`src/rtl/acc8_pkg.sv`:
```
package acc8_pkg;
    localparam int AW = 16;
    localparam int DW = 8;

    localparam logic [DW-1:0] OPC_CLR = 8'h87;
    localparam logic [DW-1:0] OPC_IMM = 8'h86;
    localparam logic [DW-1:0] OPC_DIR = 8'h96;
    localparam logic [DW-1:0] OPC_EXT = 8'hB6;
    localparam logic [DW-1:0] OPC_IDX = 8'hA6;
    localparam logic [DW-1:0] OPC_BRA = 8'h20;

    localparam int CC_C = 0;
    localparam int CC_V = 1;
    localparam int CC_Z = 2;
    localparam int CC_N = 3;

    typedef enum logic [2:0] {
        ST_VHI, ST_VLO, ST_OP, ST_B1, ST_B2, ST_EA, ST_RD
    } state_e;

    typedef enum logic [2:0] {
        M_NONE, M_CLR, M_IMM, M_DIR, M_EXT, M_IDX, M_BRA
    } mode_e;

    typedef struct packed {
        state_e        st;
        logic [DW-1:0] ir;
        logic [DW-1:0] a;
        logic [AW-1:0] x;
        logic [AW-1:0] pc;
        logic [AW-1:0] ear;
        logic [DW-1:0] cc;
        logic [DW-1:0] hi;
        logic [DW-1:0] lo;
    } core_s;
endpackage

```
`src/rtl/acc8_decode.sv`:
```
module acc8_decode
    import acc8_pkg::*;
(
    input  logic [DW-1:0] opcode,
    output mode_e         mode
);
    always_comb begin
        case (opcode)
            OPC_CLR: mode = M_CLR;
            OPC_IMM: mode = M_IMM;
            OPC_DIR: mode = M_DIR;
            OPC_EXT: mode = M_EXT;
            OPC_IDX: mode = M_IDX;
            OPC_BRA: mode = M_BRA;
            default: mode = M_NONE;
        endcase
    end
endmodule

```
`src/rtl/acc8_agen.sv`:
```
module acc8_agen
    import acc8_pkg::*;
(
    input  mode_e         mode,
    input  logic [DW-1:0] opnd_hi,
    input  logic [DW-1:0] opnd_lo,
    input  logic [AW-1:0] index,
    input  logic [AW-1:0] pc_after,
    input  logic [DW-1:0] rel,
    output logic [AW-1:0] ea,
    output logic [AW-1:0] br_target
);
    localparam int EXT_W = AW - DW;

    always_comb begin
        case (mode)
            M_DIR:   ea = {{EXT_W{1'b0}}, opnd_lo};
            M_EXT:   ea = {opnd_hi, opnd_lo};
            M_IDX:   ea = index;
            default: ea = '0;
        endcase
        br_target = pc_after + {{EXT_W{rel[DW-1]}}, rel};
    end
endmodule

```
`src/rtl/acc8_core.sv`:
```
module acc8_core
    import acc8_pkg::*;
#(
    parameter logic [AW-1:0] VEC_ADDR = 16'hFFFE,
    parameter logic [AW-1:0] IX_INIT  = 16'h0000
) (
    input  logic          clk,
    input  logic          rst_n,
    output logic [AW-1:0] mem_addr,
    input  logic [DW-1:0] mem_rdata,
    output logic [DW-1:0] mem_wdata,
    output logic          mem_en,
    output logic          mem_rw,
    output logic [DW-1:0] acc,
    output logic [AW-1:0] ix,
    output logic [AW-1:0] pc,
    output logic [AW-1:0] ear,
    output logic [DW-1:0] ccr,
    output logic          op_fetch
);
    localparam logic [AW-1:0] VEC_ADDR_LO = VEC_ADDR + 16'd1;

    core_s         r_q, r_d;
    mode_e         mode_new, mode_cur;
    logic [AW-1:0] ea_calc, br_calc;
    logic          load_now;
    logic [DW-1:0] load_val;

    acc8_decode u_dec_new (.opcode(mem_rdata), .mode(mode_new));
    acc8_decode u_dec_cur (.opcode(r_q.ir),    .mode(mode_cur));

    acc8_agen u_agen (
        .mode      (mode_cur),
        .opnd_hi   (r_q.hi),
        .opnd_lo   (r_q.lo),
        .index     (r_q.x),
        .pc_after  (r_q.pc + 16'd1),
        .rel       (mem_rdata),
        .ea        (ea_calc),
        .br_target (br_calc)
    );

    always_comb begin
        r_d       = r_q;
        mem_en    = 1'b0;
        mem_rw    = 1'b1;
        mem_wdata = '0;
        mem_addr  = r_q.pc;
        load_now  = 1'b0;
        load_val  = '0;
        case (r_q.st)
            ST_VHI: begin
                mem_en   = 1'b1;
                mem_addr = VEC_ADDR;
                r_d.hi   = mem_rdata;
                r_d.st   = ST_VLO;
            end
            ST_VLO: begin
                mem_en   = 1'b1;
                mem_addr = VEC_ADDR_LO;
                r_d.pc   = {r_q.hi, mem_rdata};
                r_d.st   = ST_OP;
            end
            ST_OP: begin
                mem_en = 1'b1;
                r_d.ir = mem_rdata;
                r_d.pc = r_q.pc + 16'd1;
                case (mode_new)
                    M_NONE:  r_d.st = ST_OP;
                    M_CLR: begin
                        load_now = 1'b1;
                        r_d.st   = ST_OP;
                    end
                    default: r_d.st = ST_B1;
                endcase
            end
            ST_B1: begin
                mem_en = 1'b1;
                r_d.pc = r_q.pc + 16'd1;
                r_d.lo = mem_rdata;
                r_d.st = ST_OP;
                case (mode_cur)
                    M_IMM: begin
                        load_now = 1'b1;
                        load_val = mem_rdata;
                    end
                    M_BRA: r_d.pc = br_calc;
                    M_DIR: r_d.st = ST_EA;
                    M_EXT: begin
                        r_d.hi = mem_rdata;
                        r_d.st = ST_B2;
                    end
                    M_IDX: if (mem_rdata == '0) r_d.st = ST_EA;
                    default: r_d.st = ST_OP;
                endcase
            end
            ST_B2: begin
                mem_en = 1'b1;
                r_d.pc = r_q.pc + 16'd1;
                r_d.lo = mem_rdata;
                r_d.st = ST_EA;
            end
            ST_EA: begin
                r_d.ear = ea_calc;
                r_d.st  = ST_RD;
            end
            ST_RD: begin
                mem_en   = 1'b1;
                mem_addr = r_q.ear;
                load_now = 1'b1;
                load_val = mem_rdata;
                r_d.st   = ST_OP;
            end
            default: r_d.st = ST_OP;
        endcase
        if (load_now) begin
            r_d.a       = load_val;
            r_d.cc[CC_Z] = (load_val == '0);
            r_d.cc[CC_N] = load_val[DW-1];
            r_d.cc[CC_V] = 1'b0;
        end
    end

    always_ff @(posedge clk or negedge rst_n) begin
        if (!rst_n) begin
            r_q     <= '0;
            r_q.st  <= ST_VHI;
            r_q.x   <= IX_INIT;
        end else begin
            r_q <= r_d;
        end
    end

    assign acc      = r_q.a;
    assign ix       = r_q.x;
    assign pc       = r_q.pc;
    assign ear      = r_q.ear;
    assign ccr      = r_q.cc;
    assign op_fetch = (r_q.st == ST_OP);

    AST_VEC_SEQ: assert property (@(posedge clk) disable iff (!rst_n)
        (r_q.st == ST_VHI) |=> (r_q.st == ST_VLO) && ($past(mem_addr) == VEC_ADDR));

    AST_EA_NO_BUS: assert property (@(posedge clk) disable iff (!rst_n)
        (r_q.st == ST_EA) |-> !mem_en);

    AST_PC_STEP: assert property (@(posedge clk) disable iff (!rst_n)
        (mem_en && (r_q.st == ST_OP || r_q.st == ST_B2)) |=> (r_q.pc == $past(r_q.pc) + 16'd1));

    AST_READ_VIA_EAR: assert property (@(posedge clk) disable iff (!rst_n)
        (r_q.st == ST_RD) |-> (mem_addr == r_q.ear) && ($past(r_q.st) == ST_EA));

    AST_LOAD_FLAGS: assert property (@(posedge clk) disable iff (!rst_n)
        load_now |=> (r_q.cc[CC_Z] == (r_q.a == '0)) && (r_q.cc[CC_N] == r_q.a[DW-1])
                     && !r_q.cc[CC_V] && (r_q.cc[CC_C] == $past(r_q.cc[CC_C])));

    AST_NOP_HOLDS: assert property (@(posedge clk) disable iff (!rst_n)
        (r_q.st == ST_OP && mode_new == M_NONE) |=> $stable(r_q.a) && $stable(r_q.cc)
                                                    && (r_q.st == ST_OP));

    AST_BRA_TARGET: assert property (@(posedge clk) disable iff (!rst_n)
        (r_q.st == ST_B1 && mode_cur == M_BRA)
        |=> (r_q.pc == $past(r_q.pc) + 16'd1 + {{8{$past(mem_rdata[7])}}, $past(mem_rdata)}));
endmodule

```
`config.mk`:
```
export PLATFORM = sky130hd
export DESIGN_NAME = acc8_core
export DESIGN_NICKNAME = d
export VERILOG_FILES = /design/src/rtl/acc8_pkg.sv /design/src/rtl/acc8_decode.sv /design/src/rtl/acc8_agen.sv /design/src/rtl/acc8_core.sv
export SDC_FILE = /design/constraint.sdc
export NUM_CORES = 1
export LEC_CHECK = 0
export ABC_AREA = 1
export CAP_MARGIN = 30
export CORE_ASPECT_RATIO = 1.25
export CORE_MARGIN = 3
export CORE_UTILIZATION = 45
export DETAILED_ROUTE_END_ITERATION = 16
export PLACE_DENSITY = 0.79
export SKIP_CTS_REPAIR_TIMING = 1
export SLEW_MARGIN = 25
export SYNTH_ARGS = -nofsm -noshare
export SYNTH_HDL_FRONTEND = slang
export SYNTH_SLANG_ARGS = --single-unit
```
`constraint.sdc`:
```
create_clock -name clk -period 3.1 [get_ports clk]
set_input_delay 0.775 -clock clk [delete_from_list [all_inputs] [get_ports clk]]
set_output_delay 0.775 -clock clk [all_outputs]
set_load 0.02 [all_outputs]
```
==> results.json <==
{
  "gr-total-overflow": 0,
  "grt_use_total": 0.213,
  "regArea_um2": 1700,
  "synth-xor-area-share": 0.0149,
  "dp_hpwl_um": 10500,
  "crit_type": "register to output port",
  "yosys-top-cells-area": "dfrtp_1 (32%), nand2_1 (15%), buf_4 (11%), inv_1 (7.2%), o21ai_0 (6.7%)",
  "cp_max_fo": 28,
  "clock_latency_ps": 330,
  "async_reset_ff_frac": 1.00,
  "area_delta_synth_final_pct": 15.8,
  "path_cells": "inv_1 -> nand2_1 -> nor2_1 -> buf_6 -> a21oi_1 -> o21ai_0 -> clkdlybuf4s50_1",
  "critPathMaxStageDelay_ps": 630,
  "syn-cell-area_um2": 5290,
  "grt_pass1_vias": 4561,
  "r2r_end": "pc[15]",
  "firstDrtPassIters": 5,
  "r2r-start": "pc[0]",
  "synth-simple-area-share": 0.262,
  "hold_viol_final": 0,
  "crit_slowest_cell": "clkdlybuf4s50_1",
  "num_vias": 4941,
  "synth_edf_count": 0,
  "path_buf_inv": 3,
  "clockBufferDepth": 2,
  "cts.sinks": 68,
  "final_util": 0.542,
  "htreeDepth": 3,
  "fillers": 1056,
  "fp.dieH_um": 127,
  "p_leak_uw": 0.00313,
  "synth_seq_area_share": 0.322,
  "ff2ff_path_depth": 17,
  "critPathArrivalTime_ps": 2190,
  "ir_drop_uv": 286,
  "hold-worst-slack_ps": 465,
  "start_util": 0.468,
  "place.gp.congestion": 0.961,
  "startpoint_type": "register",
  "use_met2": 0.365,
  "top_usage_layer": "met2",
  "status": "finished, final reports clean",
  "ioPinCount": 101,
  "syn_avg_cell_area_um2": 6.89,
  "yosys_warnings": 0,
  "wl_per_cell_um": 14.5,
  "synth_top_flop_cell": "dfrtp_1",
  "vias_per_cell": 5.23,
  "end_kind": "output port",
  "slew_headroom": 0.452,
  "cts_tree": "done",
  "final_antenna_net_count": 0,
  "synth_top_family_by_area": "simple AND/OR/NAND/NOR gates",
  "synthMuxAreaShare": 0,
  "fmaxAchievable_mhz": 337,
  "regToRegSetupSlack_ps": 250,
  "synth.top_cell.area_share": 0.322,
  "cts_root_buf": "clkbuf_16",
  "die_x_um": 103,
  "synth_fa_ha_area_frac": 0.0488,
  "slew_viol_final": 0,
  "cp_top_family": "buffers and inverters",
  "hold_path.class": "input pin to asynchronous set/reset pin",
  "fp.dieArea_um2": 13100,
  "finalSetupViolations": 0,
  "layout_min_cycle_time_ps": 2960,
  "drc": 0,
  "clk_pin_slew_worst_paths_ps": 60,
  "max_cap_violations": 0,
  "multi_input_area_um2": 2660,
  "cts_made_buffers": 9,
  "antenna_found_initial": 0,
  "power.density_nw_per_um2": 836,
  "coreArea_um2": 11300,
  "finalWirelength_um": 13700,
  "synth_top_area_cell": "dfrtp_1",
  "crit_required_ps": 2320,
  "met3_usage": 0.0268,
  "rows": 43,
  "skew_ps": 6.25,
  "synth_compound_area_frac": 0.154,
  "ys_seq_elements": 68,
  "initialDrtViolationCount": 392,
  "drive_gt1_frac": 0.0753,
  "fin_crit_sh": 0.956,
  "yosysUniqueCellTypes": 43,
  "numPortBuffers": 69,
  "grt_max_degree": 43,
  "worst_pin_slew_ps": 821,
  "antennaDiodeCount": 0,
  "synthCells": 767,
  "grtUsageMet1": 0.270,
  "nets": 835,
  "grt_pass1_wl_um": 22200
}
==> sequential cells by signal (all words and copies together), names as in the netlist <==
signal and cells:
ear 16, acc 8, r_q 27, pc 16, ccr 1
==> synthesized netlist by cell type, drive strengths merged (2+ instances only) <==
library cell    n
nand3          33
clkbuf          5
nor4            4
nor3           10
o21ai          77
o21bai          2
inv           106
nor2           46
a31oi           4
dfrtp          68
buf            86
xor2            6
o211ai          4
ha             19
o2111ai         2
conb            2
o31ai          13
nand2         218
xnor2           3
nand4          10
a21oi          37
a22oi           2
or2             2
==> routing by layer <==
metal / vias up / wire length (um) / part of all wire
met5: - / 0 / 0
met4: 0 / 416 / 0.030
met3: 36 / 898 / 0.066
met2: 213 / 6770 / 0.50
met1: 2247 / 5590 / 0.41
li1: 2445 / - / -
==> power breakdown <==
part           switching [uW]  internal, uW  total, uW
combinational            1680          1090       2770
sequential                224          1090       1320
clock                     370           663       1030
total                    2280          2840       5120
==> how the worst max path moves through the flow <==
stage	start	slack (ps)	cells past startpoint	to
floorplan	pc[0]	570	16	pc[15]
global placement	mem_rdata[0]	120	17	pc[8]
detailed placement	mem_rdata[0]	60	17	pc[8]
CTS	r_q[88]	50	7	mem_addr[9]
global route	r_q[88]	-2	7	mem_addr[15]
finish	r_q[88]	140	7	mem_addr[13]
==> area by class of cell <==
| cell class | instances | share of cell area |
|---|---|---|
| repair buffers | 89 | 0.144 |
| clock inverters | 4 | 0.00777 |
| multi-input cells | 530 | 0.435 |
| flip-flops and latches | 68 | 0.278 |
| clock buffers | 12 | 0.0419 |
| well taps | 135 | 0.0276 |
| inverters | 107 | 0.0656 |
==> placed cells by master (no fill, tap or decap), types with 3 or more instances in the layout <==
cell type          n
nor2_2             6
nand4_1            9
nor4_1             3
inv_1            101
nand2_1          214
a31oi_1            4
nand3_1           33
nand2_2            4
xnor2_1            3
nor3_1             7
buf_4             17
o31ai_1           13
o211ai_1           4
o21ai_0           71
nor2_1            39
dfrtp_1           66
conb_1            31
a21oi_1           35
o21ai_1            6
clkdlybuf4s50_1   62
clkbuf_16          9
ha_1              19
dlymetal6s2s_1     6
xor2_1             6
inv_2              5
==> cell families after synthesis <==
logic type	after synthesis
adders and majority gates	20
buffers and inverters	198
xor gates and xnor gates	9
AOI/OAI and AO/OA	146
other	2
DFF	68
and+or+nand+nor	324
==> stage by stage <==
stage / setup WS, ps / TNS [ps] / std cells / power, uW / cell area, um2
6_report: 135 / 0 / 945 / 5120 / 6120
5_1_grt: -1.57 / -1.57 / 945 / 5530 / 6120
4_1_cts: 51.5 / 0 / 945 / 5110 / 6090
3_5_place_dp: 61.1 / 0 / 929 / 4060 / 5780
3_3_place_gp: 116 / 0 / 929 / 4020 / 5780
2_1_floorplan: 568 / 0 / 796 / 3280 / 5390
(Power assumes the default switching activity.)
